===== config.mk =====
export PLATFORM = sky130hd
export DESIGN_NAME = finepwm_dac
export DESIGN_NICKNAME = d
export VERILOG_FILES = /design/src/rtl/finepwm_pkg.sv /design/src/rtl/finepwm_regs.sv /design/src/rtl/finepwm_cnt.sv /design/src/rtl/finepwm_cmp.sv /design/src/rtl/finepwm_dac.sv
export SDC_FILE = /design/constraint.sdc
export NUM_CORES = 1
export LEC_CHECK = 0
export BUFFER_PORTS_ARGS = -buffer_cell sky130_fd_sc_hd__buf_2
export CORE_ASPECT_RATIO = 1.4
export CORE_MARGIN = 2
export CORE_UTILIZATION = 54
export DETAILED_ROUTE_END_ITERATION = 16
export GPL_TIMING_DRIVEN = 0
export HOLD_SLACK_MARGIN = 0.12
export PLACE_DENSITY = 0.83
export SYNTH_ARGS = -nofsm -noshare
export SYNTH_HDL_FRONTEND = slang
export SYNTH_SLANG_ARGS = --single-unit

===== constraint.sdc =====
create_clock -name clk -period 4.15 [get_ports clk]
set_input_delay 0.83 -clock clk [delete_from_list [all_inputs] [get_ports clk]]
set_output_delay 0.83 -clock clk [all_outputs]
set_load 0.005 [all_outputs]

===== src/rtl/finepwm_pkg.sv =====
package finepwm_pkg;

  localparam int CNT_W = 14;
  localparam int REG_W = CNT_W + 2;
  localparam int POS_S = 6;
  localparam int POS_L = 8;
  localparam int IDX_S = CNT_W - POS_S;
  localparam int IDX_L = CNT_W - POS_L;

  localparam logic [REG_W:0] LO_SHORT = 17'h00401;
  localparam logic [REG_W:0] HI_SHORT = 17'h0FFFD;
  localparam logic [REG_W:0] LO_LONG  = 17'h00103;
  localparam logic [REG_W:0] HI_LONG  = 17'h0FFFF;

  typedef struct packed {
    logic [CNT_W-1:0] val;
    logic             car;
  } cfg_t;

  function automatic logic [IDX_S-1:0] rev_s(input logic [IDX_S-1:0] v);
    logic [IDX_S-1:0] r;
    for (int i = 0; i < IDX_S; i++) r[i] = v[IDX_S-1-i];
    return r;
  endfunction

  function automatic logic [IDX_L-1:0] rev_l(input logic [IDX_L-1:0] v);
    logic [IDX_L-1:0] r;
    for (int i = 0; i < IDX_L; i++) r[i] = v[IDX_L-1-i];
    return r;
  endfunction

  function automatic logic in_range(input cfg_t k);
    logic [REG_W:0] s;
    s = {1'b0, k.val, k.car, 1'b1};
    if (k.car) return (s >= LO_LONG) && (s <= HI_LONG);
    return (s >= LO_SHORT) && (s <= HI_SHORT);
  endfunction

  function automatic logic [POS_L-1:0] base_pos(input logic car, input logic [CNT_W-1:0] c);
    return car ? c[POS_L-1:0] : POS_L'(c[POS_S-1:0]);
  endfunction

  function automatic logic [IDX_S-1:0] slot_rank(input logic car, input logic [CNT_W-1:0] c);
    return car ? IDX_S'(rev_l(c[CNT_W-1:POS_L])) : rev_s(c[CNT_W-1:POS_S]);
  endfunction

  function automatic logic [POS_L-1:0] coarse_of(input cfg_t k);
    return k.car ? k.val[CNT_W-1 -: POS_L] : POS_L'(k.val[CNT_W-1 -: POS_S]);
  endfunction

  function automatic logic [IDX_S-1:0] fine_of(input cfg_t k);
    return k.car ? IDX_S'(k.val[IDX_L-1:0]) : k.val[IDX_S-1:0];
  endfunction

endpackage


===== src/rtl/finepwm_regs.sv =====
module finepwm_regs
  import finepwm_pkg::*;
(
  input  logic             clk,
  input  logic             rst_n,
  input  logic             wr_en,
  input  logic             wr_full,
  input  logic [REG_W-1:0] wr_data,
  output logic [REG_W-1:0] rd_data,
  output cfg_t             cfg
);

  logic [REG_W-1:1] shadow;
  logic             wide_write;

  assign wide_write = wr_en && wr_full;

  always_ff @(posedge clk) begin
    if (!rst_n)          shadow <= '1;
    else if (wide_write) shadow <= wr_data[REG_W-1:1];
  end

  assign rd_data = {shadow, 1'b1};
  assign cfg     = cfg_t'(shadow);

  AST_WIDE_WRITE_LANDS: assert property (@(posedge clk) disable iff (!rst_n)
    (wr_en && wr_full) |=> (rd_data[REG_W-1:1] == $past(wr_data[REG_W-1:1])));

  AST_BYTE_WRITE_IGNORED: assert property (@(posedge clk) disable iff (!rst_n)
    (wr_en && !wr_full) |=> $stable(rd_data));

endmodule


===== src/rtl/finepwm_cnt.sv =====
module finepwm_cnt
  import finepwm_pkg::*;
(
  input  logic             clk,
  input  logic             rst_n,
  input  logic             en,
  output logic [CNT_W-1:0] cnt,
  output logic             frame_end
);

  localparam logic [CNT_W-1:0] LAST = '1;

  always_ff @(posedge clk) begin
    if (!rst_n)   cnt <= '0;
    else if (!en) cnt <= '0;
    else          cnt <= cnt + 1'b1;
  end

  assign frame_end = en && (cnt == LAST);

  AST_FRAME_WRAP: assert property (@(posedge clk) disable iff (!rst_n)
    frame_end |=> (cnt == '0));

  AST_IDLE_ZERO: assert property (@(posedge clk) disable iff (!rst_n)
    !en |=> (cnt == '0));

endmodule


===== src/rtl/finepwm_cmp.sv =====
module finepwm_cmp
  import finepwm_pkg::*;
(
  input  logic             clk,
  input  logic             rst_n,
  input  logic             en,
  input  logic             frame_end,
  input  logic [CNT_W-1:0] cnt,
  input  cfg_t             cfg_in,
  output logic             pwm_out
);

  cfg_t             active;
  logic             reload;
  logic             valid;
  logic [POS_L-1:0] pos;
  logic [POS_L-1:0] coarse;
  logic [IDX_S-1:0] fine;
  logic [IDX_S-1:0] rank;
  logic             body_on;
  logic             stretch_on;

  assign reload = !en || frame_end;

  always_ff @(posedge clk) begin
    if (!rst_n)      active <= '1;
    else if (reload) active <= cfg_in;
  end

  assign valid      = in_range(active);
  assign pos        = base_pos(active.car, cnt);
  assign rank       = slot_rank(active.car, cnt);
  assign coarse     = coarse_of(active);
  assign fine       = fine_of(active);
  assign body_on    = pos < coarse;
  assign stretch_on = (pos == coarse) && (fine > rank);

  always_ff @(posedge clk) begin
    if (!rst_n) pwm_out <= 1'b0;
    else        pwm_out <= en && valid && (body_on || stretch_on);
  end

  AST_ACTIVE_HOLDS: assert property (@(posedge clk) disable iff (!rst_n)
    (en && !frame_end) |=> $stable(active));

  AST_QUIET_WHEN_INVALID: assert property (@(posedge clk) disable iff (!rst_n)
    (!en || !valid) |=> !pwm_out);

  AST_ONE_EVENT: assert property (@(posedge clk) disable iff (!rst_n)
    $onehot0({body_on, stretch_on}));

endmodule


===== src/rtl/finepwm_dac.sv =====
module finepwm_dac
  import finepwm_pkg::*;
(
  input  logic        clk,
  input  logic        rst_n,
  input  logic        en,
  input  logic        wr_en,
  input  logic        wr_full,
  input  logic [15:0] wr_data,
  output logic [15:0] rd_data,
  output logic        pwm_out
);

  cfg_t             cfg;
  logic [CNT_W-1:0] cnt;
  logic             frame_end;

  finepwm_regs u_regs (
    .clk     (clk),
    .rst_n   (rst_n),
    .wr_en   (wr_en),
    .wr_full (wr_full),
    .wr_data (wr_data),
    .rd_data (rd_data),
    .cfg     (cfg)
  );

  finepwm_cnt u_cnt (
    .clk       (clk),
    .rst_n     (rst_n),
    .en        (en),
    .cnt       (cnt),
    .frame_end (frame_end)
  );

  finepwm_cmp u_cmp (
    .clk       (clk),
    .rst_n     (rst_n),
    .en        (en),
    .frame_end (frame_end),
    .cnt       (cnt),
    .cfg_in    (cfg),
    .pwm_out   (pwm_out)
  );

endmodule


==> results of run 1 <==
-- cell families (layout without fill, tap and decap cells) --
family	after synthesis	count (layout)	share of synthesized area (%)
AOI/OAI and AO/OA	18	18	5.597
xor gates and xnor gates	10	10	4.039
adders and majority gates	17	17	9.809
buffers and inverters	19	62	4.385
DFF	45	45	41.55
muxes	20	20	9.290
other	1	1	0.1729
and+or+nand+nor	116	116	25.16
-- sequential cells by signal, indices dropped and copies added, names as in the netlist --
name,cells
u_cmp.active,15
u_regs.cfg,15
u_cnt.cnt,14
u_cmp.pwm_out,1
-- through the flow --
stage | std cells | utilization, % | instance area (um^2) | setup WS (ps)
finish | 332 | 64.61 | 2510 | 1636
global route | 332 | 64.61 | 2510 | 1464
CTS | 332 | 64.61 | 2510 | 1672
detailed placement | 324 | 61.71 | 2397 | 1688
global placement | 324 | 61.71 | 2397 | 1805
floorplan | 246 | - | 2168 | 2026
-- layer usage --
layer | up-vias | GRT usage (%)
met3 | 6 | 3.420
met4 | 0 | 7.674
met1 | 835 | 24.05
met5 | - | 0
met2 | 30 | 36.59
li1 | 919 | -
-- layout make-up --
class                      count  area share, %
sequential                    45          35.89
buffer                        11          2.592
clock inverter                 3          1.745
inverter                       8          1.196
multi-input combinational    182          46.71
tap                           43          2.144
clock buffer                   5          2.742
timing repair buffer          35          6.979
-- final timing paths --
kind,cells after the start,endpoint
setup / recovery,8,u_cmp.pwm_out
hold / removal,2,u_cmp.active[2]
setup reg to reg,8,u_cmp.pwm_out
hold reg to reg,2,u_cmp.active[2]
-- critical path, delay by kind of cell, from the launching register on --
family	cells	cell delay (ps)
compound gates	4	860
buf+inv	1	440
flops	1	430
fa+ha+maj	1	270
mux	1	260
simple gates	1	140
-- synth_stat cells, drive strengths merged --
cell type,number,area share (%)
nand3,20,5.2
o211ai,3,1.0
nand2,55,9.5
conb,1,0.17
buf,3,1.6
a21oi,7,1.6
and4,2,0.92
xnor2,6,2.4
o31ai,1,0.35
o21ai,4,1.4
nor2,15,2.6
xor2,4,1.6
nand4,7,2.0
and3,2,0.58
or4,1,0.35
nor2b,4,1.2
a211oi,1,0.35
nor3,2,0.46
a221oi,1,0.40
or3,1,0.29
ha,17,9.8
nor4,2,0.58
or2b,1,0.35
a211o,1,0.40
nand2b,1,0.29
and2,3,0.87
mux2i,19,8.8
clkbuf,8,1.4
dfxtp,45,42
inv,8,1.4
mux2,1,0.52
-- power by group through the flow --
stage	sequential (mW)	combinational [mW]	clock [mW]
after floorplan	0.470	0.0508	0
after global placement	0.471	0.0791	0
after detailed placement	0.472	0.0822	0
after CTS	0.462	0.0834	0.340
after global routing	0.464	0.0936	0.357
final	0.462	0.0826	0.336
==> out/results.tsv, run 1 <==
stage	metric	value	unit
worst_hold_path	worstHoldPathType	reg2reg	
worst_setup_path	arrival	2710	ps
sta	grt_setup_unrepaired	false	
global_routing	grt_pass1_wl	7362	um
drt	top_layer_used	met4	
sta	setup_tns	0	ps
sta	drv_slew	0	
synthesis	syn-num-nets	284	
synthesis	synth_cell_types	35	
clock_tree	cts_tree	done	
sta	holdWs	485.2	ps
drt	drt_iter0_markers	17	
power	p_clk_share	38.2	%
floorplanning	io_pins	38	
worst_setup_path	r2r-start	u_cmp.active[0]	
synthesis	seq_area_frac_synth	41.55	%
layout	drive_gt1_share	17.30	%
worst_setup_path	cp-end-kind	flop	
sta	fmax	397.8	MHz
floorplanning	die_h	78.98	um
floorplanning	die_x	57.56	um
power	switching_share	24.08	%
global_routing	antenna_found_initial	0	
clock_tree	cts_hold_buffers	0	
sta	finalSetupViolations	0	
drt	final_antenna_net_count	0	
synthesis	yosys_warnings	0	
drt	wl_met2	2319	um
synthesis	ys_seq_elements	45	
sta	post-route-period-util	60.58	%
worst_setup_path	critPathSlowestCell	clkbuf_1	
global_routing	grt_max_degree	16	
worst_setup_path	critPathMaxStageDelay	440	ps
layout	n_antenna_cell	0	
synthesis	synthCells	246	
power	combPwrFrac	9.4	%
worst_setup_path	critPathKind	reg2reg	
power	seqPwrFrac	52.5	%
floorplanning	die_area	4545	um^2
sta	slew_headroom	65.88	%
worst_setup_path	crit_fanout	10	
power	leakagePower	1.145	nW
clock_tree	clock-sinks	45	
layout	final_common_cell	nand2_1	
drt	drc	0	
drt	dr_wl_met3	129	um
global_routing	grt_pass1_vias	1689	
clock_tree	clk_pin_slew_worst_paths	90	ps
global_routing	grt.overflow.total	0	
clock_tree	cts_buffers	5	
sta	layout_min_cycle_time	2514	ps
worst_setup_path	timing.reg2reg.setup_slack	1640	ps
layout	syn2layout_area_growth	15.75	%
drt	routed_via_density	5.392	
sta	worst_pin_slew	511.8	ps
worst_hold_path	hp-start	u_cmp.active[2]	
synthesis	synth_area_per_cell	8.814	um^2
layout	seqCellArea	900.9	um^2
sta	hold_violations	0	
clock_tree	clkLatencyLatePin	300	ps
drt	vias	1790	
worst_setup_path	path_cells	clkbuf_1 -> mux2i_1 -> ha_1 -> nor2b_1 -> o211ai_1 -> a21oi_1 -> a211o_1 -> a221oi_1	
floorplanning	core-area	3885	um^2
worst_setup_path	startpoint	u_cmp.active[0]	
floorplanning	rows	27	
drt	routed_wl	4421	um
worst_setup_path	critPathLaunchType	flop	
global_routing	track_usage	20.51	%
power	p_int	0.6686	mW
layout	mostFrequentLayoutCells	nand2_1, dfxtp_1, buf_2	
layout	nets	326	
clock_tree	clock-root-buffer	clkbuf_8	
drt	dr.pass1.iters	4	
power	p_total	0.8807	mW
layout	nFillCells	324	
clock_tree	cts_resized	0	
layout	multi_input_area	1172	um^2
sta	skew	7.510	ps
run	maxCapViolations	0	
placed_design	portBuffers	35	
clock_tree	cts_setup_buffers	0	
outcome	status	complete, no violations	
power	power.net_switching	0.2121	mW
clock_tree	cts_buffer_depth	2	
synthesis	netlist_area	2168	um^2
drt	drt-wirelength-per-cell	13.32	um
power	p_per_area	350.9	nW/um^2
floorplanning	initial_core_util	55.81	%
drt	wl_met1	1897	um
placed_design	place_congestion	0.7715	
power	vdd_drop_max	329.8	uV
worst_setup_path	required	4350	ps
clock_tree	htreeDepth	2	
placed_design	dpl.hpwl	3383	um
Note: power is estimated with default switching activity, not from simulation.
==> run 2, diff against run 1 <==
Settings changed: ABC_AREA set to 1, CORE_UTILIZATION 54 to 50, PLACE_DENSITY 0.83 to 0.81.
Clock period 4.15 ns to 2.1 ns, I/O delays scaled along.
==> run 2 against run 1 <==
- sequential power rose by 100%
- critical path type unchanged
- clock skew down 1.3 ps
- combinational power grew to 2.6 times the previous value
- total power rose by 110%
- via count increased by 18%
==> out/results.tsv, run 2 <==
stage	metric	value	unit
outcome	status	complete, no violations	
synthesis	synth_edf_count	0	
synthesis	synth_area_per_cell	7.324	um^2
floorplanning	initial_core_util	51.28	%
synthesis	netlist_area	2307	um^2
floorplanning	die_x	61.41	um
global_routing	grt_max_degree	17	
power	switching_share	26.13	%
synthesis	ys_seq_elements	45	
clock_tree	htreeDepth	2	
drt	dr.pass1.iters	4	
worst_setup_path	critPathLaunchType	flop	
clock_tree	cts_buffers	5	
floorplanning	rows	29	
power	seqPwrFrac	50.7	%
layout	syn2layout_area_growth	15.73	%
floorplanning	core-area	4499	um^2
worst_setup_path	required	2340	ps
placed_design	place_congestion	0.8291	
worst_setup_path	cp-end-kind	flop	
power	power.net_switching	0.4782	mW
clock_tree	cts_tree	done	
sta	grt_setup_unrepaired	false	
floorplanning	io_pins	38	
power	p_per_area	685.5	nW/um^2
global_routing	track_usage	21.34	%
worst_hold_path	worstHoldPathType	in2reg	
worst_hold_path	hp-start	wr_data[12]	
drt	vias	2113	
worst_setup_path	worstRegToRegCells	9	
sta	setup_tns	0	ps
placed_design	portBuffers	34	
drt	routed_via_density	5.055	
power	combPwrFrac	11.6	%
drt	final_antenna_net_count	0	
global_routing	grt.overflow.total	0	
worst_setup_path	path_cells	clkbuf_2 -> nand2_1 -> ha_1 -> nand2_1 -> nor2_1 -> nand4_1 -> nor2_1 -> nand2_1 -> a21oi_1	
layout	drive_gt1_share	17.98	%
worst_setup_path	r2r-end	u_cmp.pwm_out	
global_routing	antenna_found_initial	0	
placed_design	pre_cts_ws	-100.2	ps
clock_tree	clkLatencyLatePin	300	ps
synthesis	synthCells	315	
worst_setup_path	crit_top_cell	nand2_1	
drt	routed_wl	4900	um
floorplanning	die_area	5181	um^2
sta	skew	6.165	ps
drt	drt_iter0_markers	70	
power	leakagePower	1.305	nW
synthesis	yosysMostFrequentCell	nand2_1	
clock_tree	clk_pin_slew_worst_paths	90	ps
layout	nFillCells	415	
layout	final_util	59.34	%
worst_setup_path	arrival	2070	ps
clock_tree	clock-root-buffer	clkbuf_8	
placed_design	dpl.hpwl	3643	um
worst_setup_path	timing.reg2reg.setup_slack	270	ps
drt	drc	0	
synthesis	ys.flop_type	dfxtp_1	
worst_setup_path	crit_fanout	10	
drt	drt-wirelength-per-cell	11.72	um
clock_tree	cts_buffer_depth	2	
global_routing	grt_pass1_vias	2100	
layout	nets	393	
synthesis	synth_cell_types	30	
worst_setup_path	r2r-start	u_cmp.active[0]	
layout	stdcell_count	418	
worst_setup_path	critPathMaxStageDelay	460	ps
run	maxCapViolations	0	
placed_design	dp.cells	411	
worst_setup_path	endpoint	u_cmp.pwm_out	
sta	finalSetupViolations	0	
synthesis	synth.area.top_cells	dfxtp_1, nand2_1, nand3_1, ha_1, inv_1	
power	p_total	1.830	mW
worst_setup_path	critPathKind	reg2reg	
synthesis	synth_common_cells	nand2_1, nand3_1, dfxtp_1, inv_1, nor2_1	
layout	final_common_cell	nand2_1	
power	vdd_drop_max	576.2	uV
sta	hold_violations	0	
worst_setup_path	startpoint	u_cmp.active[0]	
sta	fmax	545.4	MHz
synthesis	seq_area_frac_synth	39.05	%
global_routing	grt_pass1_wl	8569	um
floorplanning	die_h	84.38	um
sta	layout_setup_ws	266.4	ps
synthesis	synth-async-reset-ratio	0	%
sta	drv_slew	0	
synthesis	yosys_warnings	0	
synthesis	synth_top_area_cell	dfxtp_1	
power	p_int	1.352	mW
synthesis	syn-num-nets	353	
sta	post-route-period-util	87.31	%
layout	n_antenna_cell	0	
power	p_clk_share	37.7	%
layout	mostFrequentLayoutCells	nand2_1, nand3_1, dfxtp_1	
synthesis	synth_top_area_share	39.05	%
worst_setup_path	critPathSlowestCell	dfxtp_2	
sta	layout_min_cycle_time	1834	ps
clock_tree	clock-sinks	45	
## run 2: worst min-delay path by stage
stage                           endpoint  slack (ps)  cells past startpoint
after floorplan             u_cnt.cnt[0]         430                      1
after global placement      u_cnt.cnt[0]         440                      1
after detailed placement    u_cnt.cnt[0]         450                      1
after CTS                  u_regs.cfg[7]         300                      3
after global routing       u_regs.cfg[9]         320                      3
final                     u_regs.cfg[11]         300                      3
## run 2: power groups by stage
| stage | registers, mW | logic, mW | clock network, mW |
|---|---|---|---|
| after floorplan | 0.940 | 0.141 | 0 |
| after global placement | 0.942 | 0.203 | 0 |
| after detailed placement | 0.943 | 0.210 | 0 |
| after CTS | 0.927 | 0.213 | 0.691 |
| after global routing | 0.934 | 0.249 | 0.724 |
| final | 0.927 | 0.213 | 0.690 |
## run 2: cell families (layout without fill, tap and decap cells)
group / Yosys count / in the layout / share of synthesized area, %
muxes: 3 / 3 / 1.302
DFF: 45 / 45 / 39.05
adders and majority gates: 17 / 17 / 9.219
other: 1 / 1 / 0.1625
and+or+nand+nor: 176 / 176 / 34.98
AOI/OAI and AO/OA: 28 / 28 / 6.399
xor gates and xnor gates: 1 / 1 / 0.3797
buffers and inverters: 44 / 85 / 8.514
## run 2: critical path: cells and delay by family (launching register included)
family	cells	cell delay (ps)
compound gates	1	130
simple gates	6	640
fa+ha+maj	1	300
flops	1	460
buf+inv	1	250
## run 2: final cells by class
class | count | area (um^2) | area share [%]
clock inverter | 3 | 47.55 | 1.781
sequential | 45 | 902.1 | 33.79
clock buffer | 5 | 68.82 | 2.577
multi-input combinational | 226 | 1210 | 45.31
tap | 62 | 77.57 | 2.905
timing repair buffer | 34 | 170.2 | 6.373
inverter | 32 | 120.1 | 4.499
buffer | 11 | 73.82 | 2.765
## run 2: per-layer routing
| metal | GRT usage (%) | routed length (um) | vias to the layer above |
|---|---|---|---|
| li1 | - | - | 1103 |
| met5 | 0 | 0 | - |
| met4 | 9.284 | 162 | 0 |
| met3 | 3.698 | 163 | 16 |
| met2 | 39.75 | 2644 | 52 |
| met1 | 21.91 | 1931 | 942 |
## run 2: per-stage QoR
stage	hold WS, ps	area [um^2]
global placement	443.5	2555
floorplan	429.7	2307
finish	304.0	2670
detailed placement	453.7	2555
CTS	304.4	2669
global route	318.0	2670
## run 2: timing repair
item                                    CTS  global route
hold buffers                              0             0
resized for setup                         1             1
endpoints found under the setup margin    1             1
pin swaps                                 0             0
buffers inserted                          0             0
==> run 3, diff against run 2 <==
Settings changed: BUFFER_PORTS_ARGS -buffer_cell sky130_fd_sc_hd__buf_2 to unset, CORE_UTILIZATION 50 to 54, DONT_BUFFER_PORTS set to 1, PLACE_DENSITY 0.81 to 0.78.
==> run 3 against run 2 <==
- maximum frequency decreased by 4.5%
- sequential share of layout area up 3.0 points
- non-clock buffer count fell by 34
- critical path type unchanged
- largest cell class unchanged
==> out/results.tsv, run 3 (same netlist as run 2, synthesis figures left out) <==
stage	metric	value	unit
clock_tree	clock-root-buffer	clkbuf_8	
worst_hold_path	worstHoldPathType	in2reg	
layout	syn2layout_area_growth	6.128	%
clock_tree	cts_buffer_depth	2	
global_routing	antenna_found_initial	0	
global_routing	grt.overflow.total	0	
worst_setup_path	cp-end-kind	flop	
floorplanning	core-area	4169	um^2
clock_tree	cts_buffers	5	
sta	skew	3.897	ps
drt	drc	0	
drt	drt-wirelength-per-cell	11.96	um
drt	final_antenna_net_count	0	
worst_setup_path	required	2330	ps
layout	mostFrequentLayoutCells	nand2_1, nand3_1, dfxtp_1	
layout	nets	359	
layout	final_common_cell	nand2_1	
clock_tree	clock-sinks	45	
global_routing	grt_pass1_vias	2014	
global_routing	grt-busiest-layer	met2	
global_routing	grt_util_met2	40.22	%
sta	post-route-period-util	91.40	%
drt	drt_iter0_markers	32	
sta	grt_setup_unrepaired	false	
worst_setup_path	critPathKind	reg2reg	
floorplanning	rows	28	
clock_tree	htreeDepth	2	
sta	holdWs	234.7	ps
layout	stdcell_count	367	
global_routing	grt_max_degree	15	
clock_tree	clk_pin_slew_worst_paths	90	ps
global_routing	grt_util_met1	22.11	%
clock_tree	clkLatencyLatePin	290	ps
global_routing	grt_pass1_wl	8031	um
layout	n_antenna_cell	0	
floorplanning	initial_core_util	55.34	%
sta	hold_violations	0	
sta	drv_slew	0	
outcome	status	complete, no violations	
placed_design	portBuffers	0	
worst_setup_path	critPathLaunchType	flop	
floorplanning	die_x	59.25	um
worst_setup_path	arrival	2150	ps
placed_design	dp.cells	360	
sta	fmax	521.0	MHz
run	maxCapViolations	0	
drt	dr.pass1.iters	4	
clock_tree	cts_tree	done	
global_routing	grt.met3_usage	3.344	%
global_routing	track_usage	21.20	%
clock_tree	cts_hold_buffers	0	
worst_setup_path	crit_fanout	10	
placed_design	dpl.hpwl	3533	um
layout	nFillCells	368	
floorplanning	die_area	4819	um^2
floorplanning	die_h	81.34	um
layout	final_util	58.73	%
sta	layout_min_cycle_time	1919	ps
floorplanning	io_pins	38	
drt	routed_wl	4388	um
drt	vias	1952	
power	leakagePower	1.166	nW
clock_tree	cts_setup_buffers	0	
sta	finalSetupViolations	0	
drt	routed_via_density	5.319	
sta	setup_tns	0	ps
placed_design	place_congestion	0.8159	
layout	drive_gt1_share	8.696	%
clock_tree	cts_resized	1	
power	vdd_drop_max	553.5	uV
power	p_per_area	667.2	nW/um^2
run 3: through the flow:
step | instance area, um^2 | worst slack [ps] | total power, mW
CTS | 2452 | 38.69 | 1.648
floorplan | 2307 | 315.4 | 1.081
global placement | 2364 | -26.26 | 1.113
global route | 2449 | 59.09 | 1.715
finish | 2449 | 180.7 | 1.634
detailed placement | 2364 | -44.74 | 1.120
run 3: final cells by class:
cell class	count	area (um^2)	share of cell area [%]
multi-input combinational	226	1210	49.41
sequential	45	900.9	36.79
inverter	32	120.1	4.905
buffer	11	73.82	3.015
clock buffer	6	72.57	2.964
tap	45	56.30	2.299
clock inverter	2	15.01	0.6132
run 3: path summary, 6_finish.rpt:
kind              startpoint       endpoint  slack, ps  cells past startpoint
min               wr_data[2]  u_regs.cfg[1]        230                      2
min reg2reg     u_cnt.cnt[0]   u_cnt.cnt[0]        480                      1
max reg2reg  u_cmp.active[0]  u_cmp.pwm_out        180                      9
max          u_cmp.active[0]  u_cmp.pwm_out        180                      9
run 3: critical path, cell delays in order (launching register included):
cell	delay (ps)
dfxtp_1	540
clkbuf_2	280
nand2_1	80
ha_1	300
nand2_1	70
nor2_1	150
nand4_1	120
nor2_1	110
nand2_1	80
a21oi_1	130
run 3: layer usage:
layer,part of all wire (%),up-vias
met1,42,873
met2,54,36
met3,2.3,9
met4,2.3,0
li1,-,1034
met5,0,-
run 3: power by group:
part	total, mW	internal (mW)	switching, mW
Sequential	0.931	0.894	0.0375
Combinational	0.168	0.0697	0.0982
Clock	0.534	0.235	0.300
